[config.mk]
export PLATFORM = sky130hd
export DESIGN_NAME = pwm_fault_shutdown
export DESIGN_NICKNAME = d
export VERILOG_FILES = /design/src/rtl/pfs_pkg.sv /design/src/rtl/pfs_in_filter.sv /design/src/rtl/pfs_flag_bank.sv /design/src/rtl/pfs_regs.sv /design/src/rtl/pfs_pin_gate.sv /design/src/rtl/pwm_fault_shutdown.sv
export SDC_FILE = /design/constraint.sdc
export NUM_CORES = 1
export LEC_CHECK = 0
export ABC_AREA = 1
export BUFFER_PORTS_ARGS = -buffer_cell sky130_fd_sc_hd__buf_2
export CORE_ASPECT_RATIO = 0.8
export CORE_MARGIN = 2
export CORE_UTILIZATION = 35
export CTS_CLUSTER_SIZE = 30
export DETAILED_ROUTE_END_ITERATION = 10
export PLACE_DENSITY_LB_ADDON = 0.3
export SYNTH_ARGS = -nofsm -noshare
export SYNTH_HDL_FRONTEND = slang
export SYNTH_HIERARCHICAL = 1
export SYNTH_SLANG_ARGS = --single-unit
[constraint.sdc]
create_clock -name clk -period 1.3 [get_ports clk]
set_input_delay 0.195 -clock clk [delete_from_list [all_inputs] [get_ports clk]]
set_output_delay 0.195 -clock clk [all_outputs]
set_load 0.01 [all_outputs]
[src/rtl/pfs_pkg.sv]
package pfs_pkg;

    localparam int REG_W  = 8;
    localparam int ADDR_W = 2;

    typedef enum logic [ADDR_W-1:0] {
        RA_PINEN = 2'd0,
        RA_SRCEN = 2'd1,
        RA_SWREQ = 2'd2,
        RA_FLAGS = 2'd3
    } reg_addr_e;

    // bit 0 solo detect, bit 1 compare, bit 2 oscillator stop
    typedef struct packed {
        logic osc_det;
        logic cmp_det;
        logic solo_det;
    } src_en_t;

    // bit 0 solo group, bit 1 pair group
    typedef struct packed {
        logic pair_grp;
        logic solo_grp;
    } sw_req_t;

    // flag word: [0] solo input, [P:1] pair inputs, then compare, osc, event
    function automatic int flag_count(input int pair_ins);
        return pair_ins + 4;
    endfunction

    function automatic int flag_cmp(input int pair_ins);
        return pair_ins + 1;
    endfunction

    function automatic int flag_osc(input int pair_ins);
        return pair_ins + 2;
    endfunction

    function automatic int flag_evt(input int pair_ins);
        return pair_ins + 3;
    endfunction

    function automatic int cnt_width(input int len);
        return (len <= 2) ? 1 : $clog2(len);
    endfunction

endpackage

[src/rtl/pfs_in_filter.sv]
module pfs_in_filter #(
    parameter int FILT_LEN = 16
) (
    input  logic clk,
    input  logic rst,
    input  logic pin_n,
    output logic low_now,
    output logic qualified
);
    localparam int            CW   = pfs_pkg::cnt_width(FILT_LEN);
    localparam logic [CW-1:0] LAST = CW'(FILT_LEN - 1);

    logic [1:0]    sync_q;
    logic [CW-1:0] run_q;

    always_ff @(posedge clk) begin
        if (rst) begin
            sync_q <= 2'b11;
            run_q  <= '0;
        end else begin
            sync_q <= {sync_q[0], pin_n};
            if (sync_q[1]) begin
                run_q <= '0;
            end else if (run_q != LAST) begin
                run_q <= run_q + 1'b1;
            end
        end
    end

    assign low_now   = ~sync_q[1];
    assign qualified = low_now && (run_q == LAST);

endmodule

[src/rtl/pfs_flag_bank.sv]
module pfs_flag_bank #(
    parameter int NFLAG = 7
) (
    input  logic             clk,
    input  logic             rst,
    input  logic [NFLAG-1:0] set_v,
    input  logic [NFLAG-1:0] present_v,
    input  logic             flag_rd,
    input  logic             flag_wr,
    input  logic [NFLAG-1:0] wr_bits,
    output logic [NFLAG-1:0] flags
);
    logic [NFLAG-1:0] armed_q;
    logic [NFLAG-1:0] clr_ok;

    generate
        for (genvar g = 0; g < NFLAG; g++) begin : g_bit
            // a clear needs a write of 0, a prior read as 1 and an absent source
            assign clr_ok[g] = flag_wr && !wr_bits[g] && armed_q[g] && !present_v[g];

            always_ff @(posedge clk) begin
                if (rst) begin
                    flags[g]   <= 1'b0;
                    armed_q[g] <= 1'b0;
                end else begin
                    flags[g] <= (flags[g] && !clr_ok[g]) || set_v[g];
                    if (flag_rd) begin
                        armed_q[g] <= flags[g];
                    end else if (clr_ok[g]) begin
                        armed_q[g] <= 1'b0;
                    end
                end
            end
        end
    endgenerate

endmodule

[src/rtl/pfs_regs.sv]
module pfs_regs
    import pfs_pkg::*;
#(
    parameter int SOLO_PINS = 3,
    parameter int NFLAG     = 7
) (
    input  logic              clk,
    input  logic              rst,
    input  logic [ADDR_W-1:0] reg_addr,
    input  logic              reg_wr,
    input  logic              reg_rd,
    input  logic [REG_W-1:0]  reg_wdata,
    input  logic [NFLAG-1:0]  flags,
    output logic [SOLO_PINS:0] pin_en,
    output src_en_t           src_en,
    output sw_req_t           sw_req,
    output logic              flag_wr,
    output logic              flag_rd,
    output logic [NFLAG-1:0]  flag_bits,
    output logic [REG_W-1:0]  reg_rdata
);
    reg_addr_e sel;
    assign sel = reg_addr_e'(reg_addr);

    always_ff @(posedge clk) begin
        if (rst) begin
            pin_en <= '0;
            src_en <= '0;
            sw_req <= '0;
        end else if (reg_wr) begin
            case (sel)
                RA_PINEN: pin_en <= reg_wdata[SOLO_PINS:0];
                RA_SRCEN: src_en <= src_en_t'(reg_wdata[2:0]);
                RA_SWREQ: sw_req <= sw_req_t'(reg_wdata[1:0]);
                default:  ;
            endcase
        end
    end

    always_comb begin
        reg_rdata = '0;
        case (sel)
            RA_PINEN: reg_rdata[SOLO_PINS:0] = pin_en;
            RA_SRCEN: reg_rdata[2:0]         = src_en;
            RA_SWREQ: reg_rdata[1:0]         = sw_req;
            RA_FLAGS: reg_rdata[NFLAG-1:0]   = flags;
            default:  reg_rdata              = '0;
        endcase
    end

    assign flag_wr   = reg_wr && (sel == RA_FLAGS);
    assign flag_rd   = reg_rd && (sel == RA_FLAGS);
    assign flag_bits = reg_wdata[NFLAG-1:0];

    generate
        if (NFLAG < REG_W) begin : g_spare
            logic unused_hi;
            assign unused_hi = ^reg_wdata[REG_W-1:NFLAG];
        end
    endgenerate

endmodule

[src/rtl/pfs_pin_gate.sv]
module pfs_pin_gate
    import pfs_pkg::*;
#(
    parameter int SOLO_PINS = 3,
    parameter int PAIR_INS  = 3
) (
    input  logic                             clk,
    input  logic                             rst,
    input  logic [flag_count(PAIR_INS)-1:0]  flags,
    input  logic [SOLO_PINS:0]               pin_en,
    input  src_en_t                          src_en,
    input  sw_req_t                          sw_req,
    output logic [SOLO_PINS+1:0]             hiz
);
    localparam int FC = flag_cmp(PAIR_INS);
    localparam int FO = flag_osc(PAIR_INS);
    localparam int FE = flag_evt(PAIR_INS);

    logic                 common_trip;
    logic                 solo_trip;
    logic                 pair_trip;
    logic [SOLO_PINS+1:0] hiz_d;

    assign common_trip = (src_en.osc_det && flags[FO]) || flags[FE];
    assign solo_trip   = common_trip || sw_req.solo_grp || (src_en.solo_det && flags[0]);
    assign pair_trip   = common_trip || sw_req.pair_grp || (src_en.cmp_det && flags[FC])
                       || (|flags[PAIR_INS:1]);

    generate
        for (genvar g = 0; g < SOLO_PINS; g++) begin : g_solo
            assign hiz_d[g] = pin_en[g] && solo_trip;
        end
        for (genvar g = 0; g < 2; g++) begin : g_pair
            assign hiz_d[SOLO_PINS+g] = pin_en[SOLO_PINS] && pair_trip;
        end
    endgenerate

    always_ff @(posedge clk) begin
        if (rst) begin
            hiz <= '0;
        end else begin
            hiz <= hiz_d;
        end
    end

endmodule

[src/rtl/pwm_fault_shutdown.sv]
module pwm_fault_shutdown
    import pfs_pkg::*;
#(
    parameter int   SOLO_PINS = 3,
    parameter int   PAIR_INS  = 3,
    parameter int   FILT_LEN  = 16,
    parameter logic PAIR_ACT  = 1'b1,
    localparam int  NPIN      = SOLO_PINS + 2,
    localparam int  NFLAG     = flag_count(PAIR_INS)
) (
    input  logic                clk,
    input  logic                rst,
    input  logic                solo_flt_n,
    input  logic [PAIR_INS-1:0] pair_flt_n,
    input  logic                pair_lvl_p,
    input  logic                pair_lvl_n,
    input  logic                osc_stop,
    input  logic                evt_pulse,
    input  logic [ADDR_W-1:0]   reg_addr,
    input  logic                reg_wr,
    input  logic                reg_rd,
    input  logic [REG_W-1:0]    reg_wdata,
    output logic [REG_W-1:0]    reg_rdata,
    output logic [NPIN-1:0]     hiz
);
    logic [PAIR_INS:0]  ext_n;
    logic [PAIR_INS:0]  ext_low;
    logic [PAIR_INS:0]  ext_hit;
    logic               pair_clash;
    logic [NFLAG-1:0]   set_v;
    logic [NFLAG-1:0]   present_v;
    logic [NFLAG-1:0]   flags_w;
    logic [NFLAG-1:0]   flag_bits_w;
    logic               flag_wr_w;
    logic               flag_rd_w;
    logic [SOLO_PINS:0] pin_en_w;
    src_en_t            src_en_w;
    sw_req_t            sw_w;

    assign ext_n = {pair_flt_n, solo_flt_n};

    generate
        for (genvar g = 0; g <= PAIR_INS; g++) begin : g_in
            pfs_in_filter #(
                .FILT_LEN(FILT_LEN)
            ) u_flt (
                .clk      (clk),
                .rst      (rst),
                .pin_n    (ext_n[g]),
                .low_now  (ext_low[g]),
                .qualified(ext_hit[g])
            );
        end
    endgenerate

    assign pair_clash = (pair_lvl_p == PAIR_ACT) && (pair_lvl_n == PAIR_ACT);
    assign set_v      = {evt_pulse, osc_stop, pair_clash, ext_hit};
    assign present_v  = {evt_pulse, osc_stop, pair_clash, ext_low};

    pfs_flag_bank #(
        .NFLAG(NFLAG)
    ) u_flags (
        .clk      (clk),
        .rst      (rst),
        .set_v    (set_v),
        .present_v(present_v),
        .flag_rd  (flag_rd_w),
        .flag_wr  (flag_wr_w),
        .wr_bits  (flag_bits_w),
        .flags    (flags_w)
    );

    pfs_regs #(
        .SOLO_PINS(SOLO_PINS),
        .NFLAG    (NFLAG)
    ) u_regs (
        .clk      (clk),
        .rst      (rst),
        .reg_addr (reg_addr),
        .reg_wr   (reg_wr),
        .reg_rd   (reg_rd),
        .reg_wdata(reg_wdata),
        .flags    (flags_w),
        .pin_en   (pin_en_w),
        .src_en   (src_en_w),
        .sw_req   (sw_w),
        .flag_wr  (flag_wr_w),
        .flag_rd  (flag_rd_w),
        .flag_bits(flag_bits_w),
        .reg_rdata(reg_rdata)
    );

    pfs_pin_gate #(
        .SOLO_PINS(SOLO_PINS),
        .PAIR_INS (PAIR_INS)
    ) u_gate (
        .clk   (clk),
        .rst   (rst),
        .flags (flags_w),
        .pin_en(pin_en_w),
        .src_en(src_en_w),
        .sw_req(sw_w),
        .hiz   (hiz)
    );

endmodule

==> results.yml, run 1 <==
power:
  p_per_area_nw_per_um2: 1010
  p_total_mw: 2.93
  peakVddDrop_uv: 396
  cellLeakagePower_nw: 1.37
grt:
  grt_pass1_wl_um: 8300
  grt_max_degree: 17
  grt_pass1_vias: 1886
  grt_usage: 0.127
  antenna_found_initial: 0
  grt_overflow: 0
routing:
  first_pass_iters: 4
  drt-total-wl_um: 4750
  drc_errors: 0
  antenna_left: 0
  drt_iter0_drc: 82
  vias: 2042
  via_per_inst: 4.37
  wl_per_cell_um: 10.2
die:
  pin_count: 35
  initial_core_util: 0.366
  fp-row-count: 27
  die-area_sq_um: 7980
  die_y_um: 80.3
  die_w_um: 99.4
  fp.coreArea_sq_um: 6960
synthesis:
  synth_edf_count: 0
  synth-async-reset-ratio: 0
  ys_types: 23
  ys_seq_elements: 51
  synth_top_area_cell: "dfxtp_1"
  yosysSeqAreaShare: 0.401
  synthTopCellsByArea: "dfxtp_1 40%, nand2_1 13%, inv_1 6.8%"
  syn_avg_cell_area_sq_um: 7.40
  synth_nets: 376
  netlist_area_sq_um: 2550
  synth_top_area_frac: 0.401
  yosys_warnings: 6
  synth_flop_cell: "dfxtp_1"
  synthCells: 344
layout:
  multi_input_area_sq_um: 1240
  syn2layout_area_growth_pct: 14.0
  final_area_sq_um: 2900
  fin_cells: 467
  fin_nets: 411
  final-seq-area_sq_um: 1030
  fillers: 741
  n_antenna_cell: 0
  drive_gt1_frac: 0.279
setup_path:
  crit_type: "register to output pin"
  cp_data_required_time_ns: 1.11
  ff2ff_path_depth: 5
  worst_setup_path_end_kind: "output pin"
  crit_fanout: 3
  endpoint: "reg_rdata[2]"
  r2r-end: "u_flags/flags[2]"
  cp_data_arrival_time_ns: 1.05
  r2r_start: "g_in[2].u_flt/run_q[0]"
  setup.worst_path.start_class: "register"
  ff2ff_setup_slack_ns: 0.15
  crit_start: "u_regs/src_en[2]"
clocking:
  h-tree-depth: 2
  post_cts_buffers: 0
  insertion_delay_ns: 0.30
  cts_tree: "built"
  holdBufCountCts: 0
  clkTransAtPathRegs_ns: 0.10
  tritoncts.num_buffers: 5
  clock_path_buffers: 2
  clockRootBuffer: "clkbuf_8"
  cts.sinks: 51
placed_design:
  place_hpwl_um: 3560
  gp_congestion: 0.767
  postPlaceCellArea_sq_um: 2780
  io_buffers: 32
  dp_cells: 459
timing:
  fmax_mhz: 802
  fin_crit_sh: 0.959
  holdWs_ns: 0.0705
  hold_viol: 0
  drv_slew: 0
  finClkSkew_ns: 0.00765
  setup_violations: 0
  min_period_ns: 1.25
  rsz0062_at_grt: "yes"
status:
  status: "complete, no violations"
worst_hold_path:
  hold_class: "input port to register"
job:
  maxCapViolations: 0
[registers in the layout, summed over array words and instances, names as in the netlist]
name / count
g_in.u_flt/sync_q: 8
u_flags/armed_q: 7
u_flags/flags: 7
u_regs/sw_req: 2
u_gate/hiz: 4
u_regs/pin_en: 4
g_in.u_flt/run_q: 16
u_regs/src_en: 3
[cell usage after synthesis (3+ instances only)]
| master | count |
|---|---|
| nand2_1 | 88 |
| dfxtp_1 | 51 |
| inv_1 | 46 |
| nor2_1 | 44 |
| nand3_1 | 15 |
| o21ai_0 | 15 |
| a21oi_1 | 13 |
| nor2_4 | 12 |
| a21oi_2 | 11 |
| ha_1 | 10 |
| buf_4 | 9 |
| or2_2 | 8 |
| nand2_2 | 7 |
| nand3_2 | 4 |
| buf_6 | 3 |
[placed cells by master, fill, tap and decap left out, drive strengths merged]
cell,netlist,layout
nand2,95,95
nor2,57,57
dfxtp,51,51
inv,47,47
buf,13,42
a21oi,24,24
nand3,19,19
o21ai,15,15
ha,10,10
or2,8,8
clkbuf,1,7
a21o,2,2
clkinvlp,0,1
clkinv,1,1
conb,1,1
[cell type report]
cell class	instances	area share
Multi-Input combinational cell	231	0.427
Sequential cell	51	0.355
Timing Repair Buffer	42	0.0824
Inverter	48	0.0625
Tap cell	87	0.0375
Clock buffer	7	0.0332
Clock inverter	1	0.00259
[cells by family (layout without fill, tap and decap cells)]
group                      after synthesis  count (layout)  synth area share
other                                    1               1           0.00147
adders and majority gates               10              10            0.0491
AOI/OAI and AO/OA                       41              41             0.102
and+or+nand+nor                        179             179             0.332
buffers and inverters                   62              98             0.114
DFF                                     51              51             0.401
[metal layers]
metal,global-route usage,vias up,wire length (um)
met2,0.205,48,2030
met5,0,-,0
li1,-,1109,-
met3,0.0331,5,276
met4,0.0342,0,31
met1,0.169,880,2410
[repair_timing]
item / in CTS / in global routing
hold endpoints to repair: 0 / 0
gates resized for setup: 0 / 11
setup endpoints to repair: 0 / 4
[through the flow]
step / util / setup WS [ns] / TNS [ns]
detailed placement: 0.399 / 0.00677 / 0
global placement: 0.399 / 0.0420 / 0
finish: 0.417 / 0.0531 / 0
global route: 0.417 / -0.0355 / -0.0609
CTS: 0.414 / 0.00651 / 0
floorplan: - / 0.259 / 0
[worst min path at each step]
stage          cells past startpoint  slack (ns)           from                 endpoint
6_report                           2        0.07  pair_flt_n[2]  g_in[3].u_flt/sync_q[0]
5_1_grt                            2        0.06     solo_flt_n  g_in[0].u_flt/sync_q[0]
4_1_cts                            2        0.06  pair_flt_n[1]  g_in[2].u_flt/sync_q[0]
3_5_place_dp                       2        0.38  pair_flt_n[0]  g_in[1].u_flt/sync_q[0]
3_3_place_gp                       2        0.38  pair_flt_n[2]  g_in[3].u_flt/sync_q[0]
2_1_floorplan                      1        0.30     solo_flt_n  g_in[0].u_flt/sync_q[0]
[worst max-delay path, cell delays in order (launching register included)]
cell and delay (ns):
dfxtp_1 0.39, nand2_1 0.07, nand3_1 0.09, nand2_1 0.05
inv_1 0.04, buf_2 0.11
[report_power, final]
| group | switching [mW] | internal, mW |
|---|---|---|
| combinational | 0.162 | 0.122 |
| sequential | 0.0322 | 1.60 |
| clock | 0.526 | 0.485 |
| total | 0.719 | 2.21 |
(Power assumes the default switching activity.)
==> run 2: changes to the inputs <==
--- a/config.mk
+++ b/config.mk
@@ -5,7 +5,6 @@
 export SDC_FILE = /design/constraint.sdc
 export NUM_CORES = 1
 export LEC_CHECK = 0
-export ABC_AREA = 1
 export BUFFER_PORTS_ARGS = -buffer_cell sky130_fd_sc_hd__buf_2
 export CORE_ASPECT_RATIO = 0.8
 export CORE_MARGIN = 2
==> run 2 against run 1 <==
Compared with the run above: the run now ends with setup timing left; clock power about the same; via count down 2.9%; first-iteration DRC count up 27%; critical endpoint is now reg_rdata[1]; utilization up 2.1 points; clock-buffer cell count up 1; maximum frequency down 14%; final cell count down 15%; area after synthesis down 1.9%; sequential share of layout area down 1.4 points.
==> results.yml, run 2 <==
die:
  die_y_um: 79.6
  fp-row-count: 27
  die_w_um: 98.4
  pin_count: 35
  initial_core_util: 0.362
  die-area_sq_um: 7830
  fp.coreArea_sq_um: 6890
timing:
  setup_violations: 3
  fin_crit_sh: 1.11
  fmax_mhz: 690
  finClkSkew_ns: 0.00778
  hold_viol: 0
  rsz0062_at_grt: "yes"
  min_period_ns: 1.45
  holdWs_ns: 0.0729
  drv_slew: 0
  worst_slack_ns: -0.149
layout:
  n_antenna_cell: 0
  layout_commonest_cell: "dfxtp_1"
  reg_top3: "g_in.u_flt/run_q (16), g_in.u_flt/sync_q (8)"
  mostFrequentLayoutCells: "45 x dfxtp_1, 30 x buf_2, 27 x buf_4"
  drive_gt1_frac: 0.383
  largest_reg_flops: 16
  top_register: "g_in.u_flt/run_q"
  postLayoutCoreUtil: 0.438
  syn2layout_area_growth_pct: 20.9
  fin_nets: 339
power:
  cellLeakagePower_nw: 1.20
  peakVddDrop_uv: 387
  p_per_area_nw_per_um2: 964
synthesis:
  synth-async-reset-ratio: 0
  yosys_warnings: 6
  synth_common_cells: "51 x dfxtp_1, 19 x inv_1, 13 x nand3_1"
  synth_flop_cell: "dfxtp_1"
  syn_avg_cell_area_sq_um: 9.68
  synth_edf_count: 0
  synth_nets: 290
  netlist_area_sq_um: 2500
  ys_seq_elements: 51
  yosys.area_share.simple: 0.241
  synthMuxAreaShare: 0.0261
  synth_top_area_cell: "dfxtp_1"
  synthTopCellsByArea: "dfxtp_1 41%, ha_1 5.0%, a21bo_2 3.6%"
  synthCells: 258
  synth_top_family_by_area: "simple AND/OR/NAND/NOR gates"
  synth.most_common_cell: "dfxtp_1"
  synth-compound-area-share: 0.188
  yosysSeqAreaShare: 0.409
  ys_types: 35
  synth_top_area_frac: 0.409
  synth-xor-area-share: 0
  synth_fa_ha_area_frac: 0.0501
grt:
  grt_max_degree: 38
  grt_usage: 0.133
  grt_overflow: 0
  grt_busiest_layer: "met2"
  antenna_found_initial: 0
  grt_pass1_vias: 1797
  met1_usage: 0.187
  grt_use_met2: 0.205
  grt_pass1_wl_um: 8580
  use_met3: 0.0280
routing:
  vias: 1983
  wl_per_cell_um: 12.8
  drt-total-wl_um: 5060
  first_pass_iters: 4
  drc_errors: 0
  drt_iter0_drc: 104
  antenna_left: 0
  via_per_inst: 5.02
setup_path:
  ff2ff_path_depth: 3
  ff2ff_setup_slack_ns: 0.11
  cpPeakStageDelay_ns: 0.37
  setup.worst_path.start_class: "register"
  cp_data_arrival_time_ns: 1.25
  r2r-end: "g_in[3].u_flt/run_q[1]"
  cp_data_required_time_ns: 1.11
  worst_setup_path_end_kind: "output pin"
  r2r_start: "g_in[3].u_flt/run_q[0]"
  critical_path.cell_chain: "a222oi_1 > mux2i_1 > buf_2"
  crit_start: "u_regs/sw_req[1]"
  cp_slowest_cell: "a222oi_1"
  endpoint: "reg_rdata[1]"
  crit_type: "register to output pin"
  crit_fanout: 3
placed_design:
  place_hpwl_um: 3600
  gp_congestion: 0.753
  io_buffers: 32
clocking:
  clock_path_buffers: 2
  clkTransAtPathRegs_ns: 0.09
  insertion_delay_ns: 0.30
  cts.sinks: 51
  holdBufCountCts: 0
  cts_tree: "built"
  h-tree-depth: 2
  clockRootBuffer: "clkbuf_8"
  tritoncts.num_buffers: 5
worst_hold_path:
  hold_class: "input port to register"
status:
  status: "finished, violations left"
  violations: "setup timing"
job:
  maxCapViolations: 0
-- run 2: cell types whose count changed after synthesis, sizes merged, moves of 8 or more --
| cell | change |
|---|---|
| nand2 | -87 |
| nor2 | -47 |
| inv | -28 |
| o21ai | -15 |
| o22ai | +14 |
| a21oi | -13 |
| a21bo | +9 |
| nor3b | +8 |
-- run 2: critical path, delay by kind of cell (launching register included) --
kind / cells / cell delay (ns)
AO/OA/AOI/OAI: 1 / 0.37
flip-flops: 1 / 0.33
multiplexers: 1 / 0.11
buffers and inverters: 1 / 0.15
-- run 2: layout make-up --
| class | count | area [sq um] |
|---|---|---|
| multi-input cells | 170 | 1310 |
| flip-flops and latches | 51 | 1030 |
| inverters | 19 | 71.3 |
| clock buffers | 8 | 100 |
| repair buffers | 60 | 404 |
| well taps | 87 | 109 |
| fillers | 692 | 3870 |
-- run 2: where the power goes --
group	internal, mW	total [mW]	switching (mW)	leakage [nW]
sequential	1.60	1.62	0.0244	0.418
combinational	0.145	0.291	0.145	0.730
clock	0.487	0.996	0.509	0.0515
-- run 2: cells by family after synthesis --
logic type / Yosys count
AO/OA/AOI/OAI: 58
adder cells (fa/ha/maj): 10
buffers and inverters: 37
flip-flops: 51
multiplexers: 6
other: 1
AND/OR/NAND/NOR: 95
-- run 2: repair_timing --
| action | CTS | global route |
|---|---|---|
| endpoints found under the hold margin | 0 | 0 |
| pin swaps | 1 | 4 |
| endpoints found under the setup margin | 4 | 10 |
| setup buffers | 1 | 2 |
| gates resized for setup | 8 | 11 |
-- run 2: how the worst min path moves through the flow --
stage                  start                       to  cells past startpoint
2_1_floorplan            rst   g_in[0].u_flt/run_q[0]                      1
3_3_place_gp   pair_flt_n[2]  g_in[3].u_flt/sync_q[0]                      2
3_5_place_dp   pair_flt_n[2]  g_in[3].u_flt/sync_q[0]                      2
4_1_cts        pair_flt_n[2]  g_in[3].u_flt/sync_q[0]                      2
5_1_grt        pair_flt_n[2]  g_in[3].u_flt/sync_q[0]                      2
6_report          solo_flt_n  g_in[0].u_flt/sync_q[0]                      2
-- run 2: layer usage --
metal,up-vias,wire [um]
met5,-,0
met4,0,39
met3,5,189
met2,33,2270
met1,913,2560
li1,1032,-
-- run 2: stage by stage --
stage	area, sq um	TNS [ns]	std cells	setup slack [ns]	power, mW
4_1_cts	2970	-0.383	393	-0.151	2.93
2_1_floorplan	2500	0	258	0.0246	1.81
3_5_place_dp	2840	-2.58	384	-0.201	1.93
6_report	3020	-0.333	395	-0.149	2.91
3_3_place_gp	2840	-2.02	384	-0.164	1.93
5_1_grt	3020	-0.574	395	-0.235	3.04
